===== src/rtl/altmd_pkg.sv =====
package altmd_pkg;

  localparam int MASK_W = 64;

  typedef enum logic [3:0] {
    OPC_MULI   = 4'd0,
    OPC_MULLW  = 4'd1,
    OPC_MULHW  = 4'd2,
    OPC_MULHWU = 4'd3,
    OPC_DIVW   = 4'd4,
    OPC_DIVWU  = 4'd5,
    OPC_DIVWE  = 4'd6,
    OPC_DIVWEU = 4'd7,
    OPC_MODSW  = 4'd8,
    OPC_MODUW  = 4'd9
  } altop_e;

  // Control decoded from an opcode
  typedef struct packed {
    logic known;       // opcode is assigned
    logic use_imm;     // second operand is the immediate, first is the full RA
    logic word_signed; // low words are sign-extended (else zero-extended)
    logic subtract;    // difference instead of sum
  } opctl_t;

  function automatic opctl_t decode_op(input logic [3:0] code);
    opctl_t c;
    c = '0;
    case (code)
      OPC_MULI:   c = '{known: 1'b1, use_imm: 1'b1, word_signed: 1'b1, subtract: 1'b0};
      OPC_MULLW,
      OPC_MULHW:  c = '{known: 1'b1, use_imm: 1'b0, word_signed: 1'b1, subtract: 1'b0};
      OPC_MULHWU: c = '{known: 1'b1, use_imm: 1'b0, word_signed: 1'b0, subtract: 1'b0};
      OPC_DIVW,
      OPC_DIVWE,
      OPC_MODSW:  c = '{known: 1'b1, use_imm: 1'b0, word_signed: 1'b1, subtract: 1'b1};
      OPC_DIVWU,
      OPC_DIVWEU,
      OPC_MODUW:  c = '{known: 1'b1, use_imm: 1'b0, word_signed: 1'b0, subtract: 1'b1};
      default:    c = '0;
    endcase
    return c;
  endfunction

  // Per-opcode XOR constant; unassigned codes scramble nothing
  function automatic logic [MASK_W-1:0] scramble_mask(input logic [3:0] code);
    logic [MASK_W-1:0] m;
    case (code)
      OPC_MULI:   m = 64'hEF31_A883_8370_39A0;
      OPC_MULLW:  m = 64'h4931_591F_31F5_6DE1;
      OPC_MULHW:  m = 64'h3426_DCF5_5920_989C;
      OPC_MULHWU: m = 64'h491E_DB8A_5F69_5D49;
      OPC_DIVW:   m = 64'h75A5_D489_5A3E_15BA;
      OPC_DIVWU:  m = 64'h769C_76AF_68D1_1402;
      OPC_DIVWE:  m = 64'hDFD9_D577_965D_84D2;
      OPC_DIVWEU: m = 64'h8FC7_1F88_B966_FCF0;
      OPC_MODSW:  m = 64'h5BA1_758B_11AE_4E43;
      OPC_MODUW:  m = 64'h1FEB_9D95_F9F0_CEA5;
      default:    m = '0;
    endcase
    return m;
  endfunction

  // Widen the low WW bits of a value to XW bits, signed or unsigned
  function automatic logic [MASK_W-1:0] widen_low
    (input logic [MASK_W-1:0] v, input int unsigned ww, input logic sgn);
    logic [MASK_W-1:0] res;
    for (int i = 0; i < MASK_W; i++) begin
      if (i < int'(ww)) res[i] = v[i];
      else              res[i] = sgn & v[ww-1];
    end
    return res;
  endfunction

endpackage


===== src/rtl/alt_operand_prep.sv =====
module alt_operand_prep
  import altmd_pkg::*;
#(
  parameter int XLEN   = 64,
  parameter int WORD_W = 32,
  parameter int IMM_W  = 16
) (
  input  opctl_t            ctl,
  input  logic [XLEN-1:0]   ra,
  input  logic [XLEN-1:0]   rb,
  input  logic [IMM_W-1:0]  imm,
  output logic [XLEN-1:0]   opa,
  output logic [XLEN-1:0]   opb
);

  localparam int EXT_W = XLEN - WORD_W;
  localparam int IMM_X = XLEN - IMM_W;

  logic [XLEN-1:0] ra_word;
  logic [XLEN-1:0] rb_word;
  logic [XLEN-1:0] imm_wide;
  logic            fill_a;
  logic            fill_b;

  assign fill_a = ctl.word_signed & ra[WORD_W-1];
  assign fill_b = ctl.word_signed & rb[WORD_W-1];

  generate
    if (EXT_W > 0) begin : g_ext
      assign ra_word = {{EXT_W{fill_a}}, ra[WORD_W-1:0]};
      assign rb_word = {{EXT_W{fill_b}}, rb[WORD_W-1:0]};
    end else begin : g_noext
      assign ra_word = ra;
      assign rb_word = rb;
    end
    if (IMM_X > 0) begin : g_immx
      assign imm_wide = {{IMM_X{imm[IMM_W-1]}}, imm};
    end else begin : g_imm
      assign imm_wide = imm[XLEN-1:0];
    end
  endgenerate

  always_comb begin
    opa = '0;
    opb = '0;
    if (ctl.known) begin
      opa = ctl.use_imm ? ra       : ra_word;
      opb = ctl.use_imm ? imm_wide : rb_word;
    end
  end

endmodule


===== src/rtl/alt_addsub.sv =====
module alt_addsub #(
  parameter int XLEN = 64
) (
  input  logic            known,
  input  logic            subtract,
  input  logic [XLEN-1:0] opa,
  input  logic [XLEN-1:0] opb,
  input  logic [XLEN-1:0] mask,
  output logic [XLEN-1:0] r,
  output logic [XLEN-1:0] rt
);

  logic [XLEN-1:0] opb_eff;
  logic            carry_in;

  // Subtraction as a + ~b + 1 so one adder serves both
  assign opb_eff  = subtract ? ~opb : opb;
  assign carry_in = subtract;

  always_comb begin
    r = '0;
    if (known) r = opa + opb_eff + XLEN'(carry_in);
  end

  assign rt = r ^ mask;

endmodule


===== src/rtl/alt_sign_flags.sv =====
module alt_sign_flags #(
  parameter int XLEN = 64
) (
  input  logic [XLEN-1:0] r,
  output logic            lt,
  output logic            gt,
  output logic            eq
);

  assign eq = ~|r;
  assign lt = r[XLEN-1];
  assign gt = ~lt & ~eq;

endmodule


===== src/rtl/alt_muldiv_sub.sv =====
module alt_muldiv_sub
  import altmd_pkg::*;
#(
  parameter int XLEN   = 64,
  parameter int WORD_W = 32,
  parameter int IMM_W  = 16,
  parameter int OP_W   = 4
) (
  input  logic              clk,
  input  logic              rst_n,
  input  logic              in_valid,
  input  logic [OP_W-1:0]   in_op,
  input  logic [XLEN-1:0]   in_ra,
  input  logic [XLEN-1:0]   in_rb,
  input  logic [IMM_W-1:0]  in_imm,
  output logic              out_valid,
  output logic [XLEN-1:0]   out_rt,
  output logic [XLEN-1:0]   out_r,
  output logic              out_lt,
  output logic              out_gt,
  output logic              out_eq
);

  // Named internal events (visible to the checker)
  opctl_t            dec_ctl;
  logic [MASK_W-1:0] mask_full;
  logic [XLEN-1:0]   mask_cur;
  logic [XLEN-1:0]   op_a;
  logic [XLEN-1:0]   op_b;
  logic [XLEN-1:0]   sum_r;
  logic [XLEN-1:0]   sum_rt;
  logic              flag_lt;
  logic              flag_gt;
  logic              flag_eq;
  logic              take;

  assign take      = in_valid;
  assign dec_ctl   = decode_op(4'(in_op));
  assign mask_full = scramble_mask(4'(in_op));
  assign mask_cur  = mask_full[XLEN-1:0];

  alt_operand_prep #(
    .XLEN   (XLEN),
    .WORD_W (WORD_W),
    .IMM_W  (IMM_W)
  ) u_prep (
    .ctl (dec_ctl),
    .ra  (in_ra),
    .rb  (in_rb),
    .imm (in_imm),
    .opa (op_a),
    .opb (op_b)
  );

  alt_addsub #(
    .XLEN (XLEN)
  ) u_addsub (
    .known    (dec_ctl.known),
    .subtract (dec_ctl.subtract),
    .opa      (op_a),
    .opb      (op_b),
    .mask     (mask_cur),
    .r        (sum_r),
    .rt       (sum_rt)
  );

  // Flags from the unscrambled result, never from the write value
  alt_sign_flags #(
    .XLEN (XLEN)
  ) u_flags (
    .r  (sum_r),
    .lt (flag_lt),
    .gt (flag_gt),
    .eq (flag_eq)
  );

  always_ff @(posedge clk or negedge rst_n) begin
    if (!rst_n) begin
      out_valid <= 1'b0;
      out_rt    <= '0;
      out_r     <= '0;
      out_lt    <= 1'b0;
      out_gt    <= 1'b0;
      out_eq    <= 1'b0;
    end else begin
      out_valid <= take;
      if (take) begin
        out_rt <= sum_rt;
        out_r  <= sum_r;
        out_lt <= flag_lt;
        out_gt <= flag_gt;
        out_eq <= flag_eq;
      end
    end
  end

endmodule


===== config.mk =====
export PLATFORM = sky130hd
export DESIGN_NAME = alt_muldiv_sub
export DESIGN_NICKNAME = d
export VERILOG_FILES = /design/src/rtl/altmd_pkg.sv /design/src/rtl/alt_operand_prep.sv /design/src/rtl/alt_addsub.sv /design/src/rtl/alt_sign_flags.sv /design/src/rtl/alt_muldiv_sub.sv
export SDC_FILE = /design/constraint.sdc
export NUM_CORES = 1
export LEC_CHECK = 0
export ABC_AREA = 1
export BUFFER_PORTS_ARGS = -buffer_cell sky130_fd_sc_hd__buf_4
export CORE_UTILIZATION = 50
export DETAILED_ROUTE_END_ITERATION = 16
export PLACE_DENSITY = 0.83
export SLEW_MARGIN = 20
export SYNTH_ARGS = -nofsm -noshare
export SYNTH_HDL_FRONTEND = slang
export SYNTH_SLANG_ARGS = --single-unit

===== constraint.sdc =====
create_clock -name clk -period 1.8 [get_ports clk]
set_input_delay 0.36 -clock clk [delete_from_list [all_inputs] [get_ports clk]]
set_output_delay 0.36 -clock clk [all_outputs]
set_load 0.02 [all_outputs]

==> results of run 1 <==
==> layer usage <==
| layer | GRT overflow | track usage [%] |
|---|---|---|
| met1 | 4 | 78.07 |
| met2 | 146 | 95.87 |
| met3 | 3 | 54.08 |
| met4 | 98 | 77.71 |
| met5 | 1 | 20.45 |
==> cells by family after synthesis <==
group	after synthesis
compound gates	386
xor+xnor	61
fa+ha+maj	73
buf+inv	317
flops	131
mux	3
simple gates	1092
==> timing repair <==
| item | 4_1_cts |
|---|---|
| pin swaps | 133 |
| gates resized for setup | 536 |
| setup buffers | 54 |
| endpoints found under the hold margin | 21 |
| gates cloned | 8 |
| hold buffers | 1 |
| endpoints found under the setup margin | 130 |
==> stage by stage <==
step / hold slack, ps / TNS, ps / instances / area, µm²
CTS: 274.3 / -170570 / 3076 / 21040
detailed placement: 283.9 / -284860 / 2982 / 17750
global placement: 279.8 / -276650 / 2982 / 17750
floorplan: 64.41 / -200340 / 2063 / 12600
==> run metrics, run 1 <==
largest net degree at the start of global routing 71; net count after synthesis 2287; worst slack, placed -3110 ps; First Error [ERROR GRT-0232] Routing congestion too high. Check the congestion heatmap in the GUI.; Die Y 160.2 µm; mapped cell area 12510 µm²; Worst EP Category register data pin; I/O pin cnt 283; sequential area share after synthesis 26.21%; Synth Area per Inst 6.063 µm²; Initial Util 51.13%; Synth Register Bits 131; GP Congestion 1.052; Synth top area share 26.21%; CTS Sinks 131; dominant synthesized flop cell dfrtp_1; largest family of logic cells by synthesized area simple AND/OR/NAND/NOR gates; synth cell count leaders 620 x nand2_1, 289 x nor2_1, 253 x inv_1, 185 x o21ai_0; Synth Area in Compound Gates 16.65%; Yosys Warn Count 0; Yosys cell types 43; H-tree levels 4; row cnt 57; worst-path endpoint after global-route repair_timing out_gt$_DFFE_PN0P_/D; Tot GR Track Use 76.19%; clk buf depth 2; gate count after technology mapping 2063; Chip Width 160.2 µm; status aborted with a tool error; area leader, netlist dfrtp_1; grt ovf 252; Final HPWL DP 45.19 mm; count leader, synth nand2_1; xor and xnor area share after synthesis 4.271%; synth top area cells dfrtp_1 26%, nand2_1 19%, nor2_1 8.7%, inv_1 7.6%, o21ai_0 7.4%; Synth Area in Adders 7.362%; PortBufs 250; total CTS buffers 17; asr flop ratio synth 100.0%; simple-gate share of the synthesized area 35.71%; Post-synth EDFFs 0; multiplexer share of the synthesized area 0.2401%; root buf cell clkbuf_16; Last stage global routing
==> run 2: changes to the inputs <==
- CORE_UTILIZATION: 50 -> 35
- PLACE_DENSITY: 0.83 -> not set
- PLACE_DENSITY_LB_ADDON: not set -> 0.15
==> run 2 against run 1 <==
Net effect:
- the flow now finishes, with violations (setup timing)
- synthesized area is the same
- synthesized cell count is the same
==> run metrics, run 2 <==
status complete, but fails checks; failing checks setup timing; ANT nets after route 0; sw frac 41.31%; multiplexer share of the synthesized area 0.2401% (unchanged); PwrDens 867.7 nW/µm²; share of cells above drive strength 1 47.57%; sequential area share after synthesis 26.21% (unchanged); Tot GR Track Use 32.26%; most used cell, CP buf_4; Chip Width 191.0 µm (+19%); Synth Register Bits 131 (unchanged); DRT Wirelength 59.02 mm; CTS Sinks 131 (unchanged); largest net degree at the start of global routing 50; clock period minus worst slack 3726 ps; clk buf depth 2 (unchanged); normalized max-slew margin 64.18%; CTS tree built; PortBufs 250 (unchanged); Synth Area per Inst 6.063 µm² (unchanged); Fin. Hold Viols 0; total CTS buffers 17 (unchanged); vias 16550; Synth top area share 26.21% (unchanged); die area 36500 µm²; Die Y 191.0 µm (+19%); worst setup margin -1926 ps; Seq pwr share 20.8%; fin crit share 207.0%; commonest non-fill, non-tap cell in the layout buf_4; root buf cell clkbuf_16; Buf/Inv on CP 24; kind of cell adding the most delay to the critical path buffers and inverters; Post-synth EDFFs 0 (unchanged); max-cap violations 0; worst path required time 2100 ps; xor and xnor area share after synthesis 4.271% (unchanged); CORE AREA 34880 µm²; Area Growth Syn to Fin 79.56%; H-tree levels 4 (unchanged); Synth Area in Compound Gates 16.65% (unchanged); synth top area cells dfrtp_1 26%, nand2_1 19%, nor2_1 8.7%, inv_1 7.6%, o21ai_0 7.4%; Final HPWL DP 46.11 mm (+2.0%); CP Class input port to flop; Final Slew Violations 0; startpoint types input port; First-pass DRT Iterations 5; crit-path max FO 14; GP Congestion 1.006 (-4.3%); Skew-Pair Late Insertion Delay 420 ps; area leader, netlist dfrtp_1; grt ovf 0; Final Skew 0 ps; layout net count 2994; Placed Instances 3104 (+4.1%); Initial Util 35.86% (-15 points); most frequent cells in the layout 677 x buf_4, 512 x nand2_1, 215 x inv_1; synth cell count leaders 620 x nand2_1, 289 x nor2_1, 253 x inv_1, 185 x o21ai_0; first-pass GRT wire length 90.69 mm; residual DRC count 0; post-DR wirelength/cell 18.23 µm; Synth Area in Adders 7.362% (unchanged); P_leak 11.28 nW; Crit. End Element flop; final instance area 22460 µm²; asr flop ratio synth 100.0% (unchanged); Max IR drop VDD 0.0008015 V; Yosys Warn Count 0 (unchanged); gate count after technology mapping 2063 (unchanged); Critical-path top delay cell xnor2_1; via-per-instance ratio 5.111; Hold WC Path Type input port to flop; Worst-Margin Slew 537.3 ps; biggest registers after layout out_r (64), out_rt (64); Final Setup Violations 129; DP Area 17920 µm² (+0.97%); Internal Power 11.44 mW; DRT iter0 DRCs 1209; I/O pin cnt 283 (unchanged); count leader, synth nand2_1; NetSw 8.051 mW; Clock Power Share 20.7%; vias in the first global route 16590; dominant synthesized flop cell dfrtp_1; biggest cell delay along the critical path 210 ps; Worst EP arrival 4030 ps; initial antenna violation count 0; simple-gate share of the synthesized area 35.71% (unchanged); Layout Cells excl Fill 3238; mapped cell area 12510 µm² (unchanged); row cnt 68 (+19%); RSZ-0062 raised after global routing yes; net count after synthesis 2287 (unchanged); diode count 0; largest family of logic cells by synthesized area simple AND/OR/NAND/NOR gates; Comb power frac 58.5%; Yosys cell types 43 (unchanged); Clock Pin Slew Worst Setup and Hold Paths 60 ps; f_max 0.2684 GHz
-- run 2: final timing paths --
path	from	to	slack [ps]	cells after the start
worst max register to register	out_rt[51]	out_rt[51]	790	3
worst min register to register	out_r[52]	out_r[52]	480	2
min in group asynchronous	rst_n	out_rt[12]	440	2
worst min-delay path	in_valid	out_rt[29]	340	3
max in group asynchronous	rst_n	out_r[0]	740	3
worst max-delay path	in_op[2]	out_rt[19]	-1930	29
-- run 2: power by group through the flow --
stage          combinational [mW]  clock (mW)  sequential, mW
5_1_grt                      12.2        4.19            4.12
4_1_cts                      10.8        4.05            4.05
6_report                     11.4        4.03            4.06
3_3_place_gp                 8.77           0            4.07
3_5_place_dp                 8.81           0            4.08
2_1_floorplan                3.45           0            4.76
-- run 2: worst min-delay path: stages --
cell and delay, ps:
buf_4 200, nand2_1 100, nand2_1 40
-- run 2: routing by layer --
layer / global-route usage, % / vias to the layer above / wire length, µm
met5: 0 / - / 0
met1: 41.96 / 7874 / 25810
met2: 55.03 / 544 / 28120
met4: 12.55 / 0 / 2184
met3: 2.735 / 105 / 2900
li1: - / 8028 / -
-- run 2: what timing repair did --
item,in CTS,in global routing
resized for setup,655,151
hold endpoints to repair,29,0
buffers inserted,91,13
gates cloned,4,0
hold buffers,1,0
setup endpoints to repair,130,129
pin swaps,117,35
-- run 2: per-stage QoR --
stage	util [%]	TNS, ps	hold WS, ps	total power, mW	worst slack, ps
6_report	64.39	-173390	343.4	19.49	-1926
5_1_grt	64.39	-191290	334.4	20.49	-2121
4_1_cts	62.59	-164930	329.9	18.88	-1723
3_5_place_dp	51.37	-278480	347.3	12.90	-2877
3_3_place_gp	51.37	-271570	346.3	12.84	-2778
2_1_floorplan	-	-200340	64.41	8.205	-2086
-- run 2: kinds of logic after synthesis --
family | count (synthesis)
multiplexers | 3
adder cells (fa/ha/maj) | 73
flip-flops | 131
buffers and inverters | 317
XOR/XNOR | 61
AND/OR/NAND/NOR | 1092
AO/OA/AOI/OAI | 386
-- run 2: cell type report --
cell class	instances	area [µm²]
Sequential cell	131	3278
Tap cell	455	569.3
Multi-Input combinational cell	1615	10790
Clock buffer	20	466.7
Timing Repair Buffer	750	6146
Clock inverter	12	225.2
Inverter	255	983.4
Fill cell	3127	12420
Note: power is estimated with default switching activity, not from simulation.
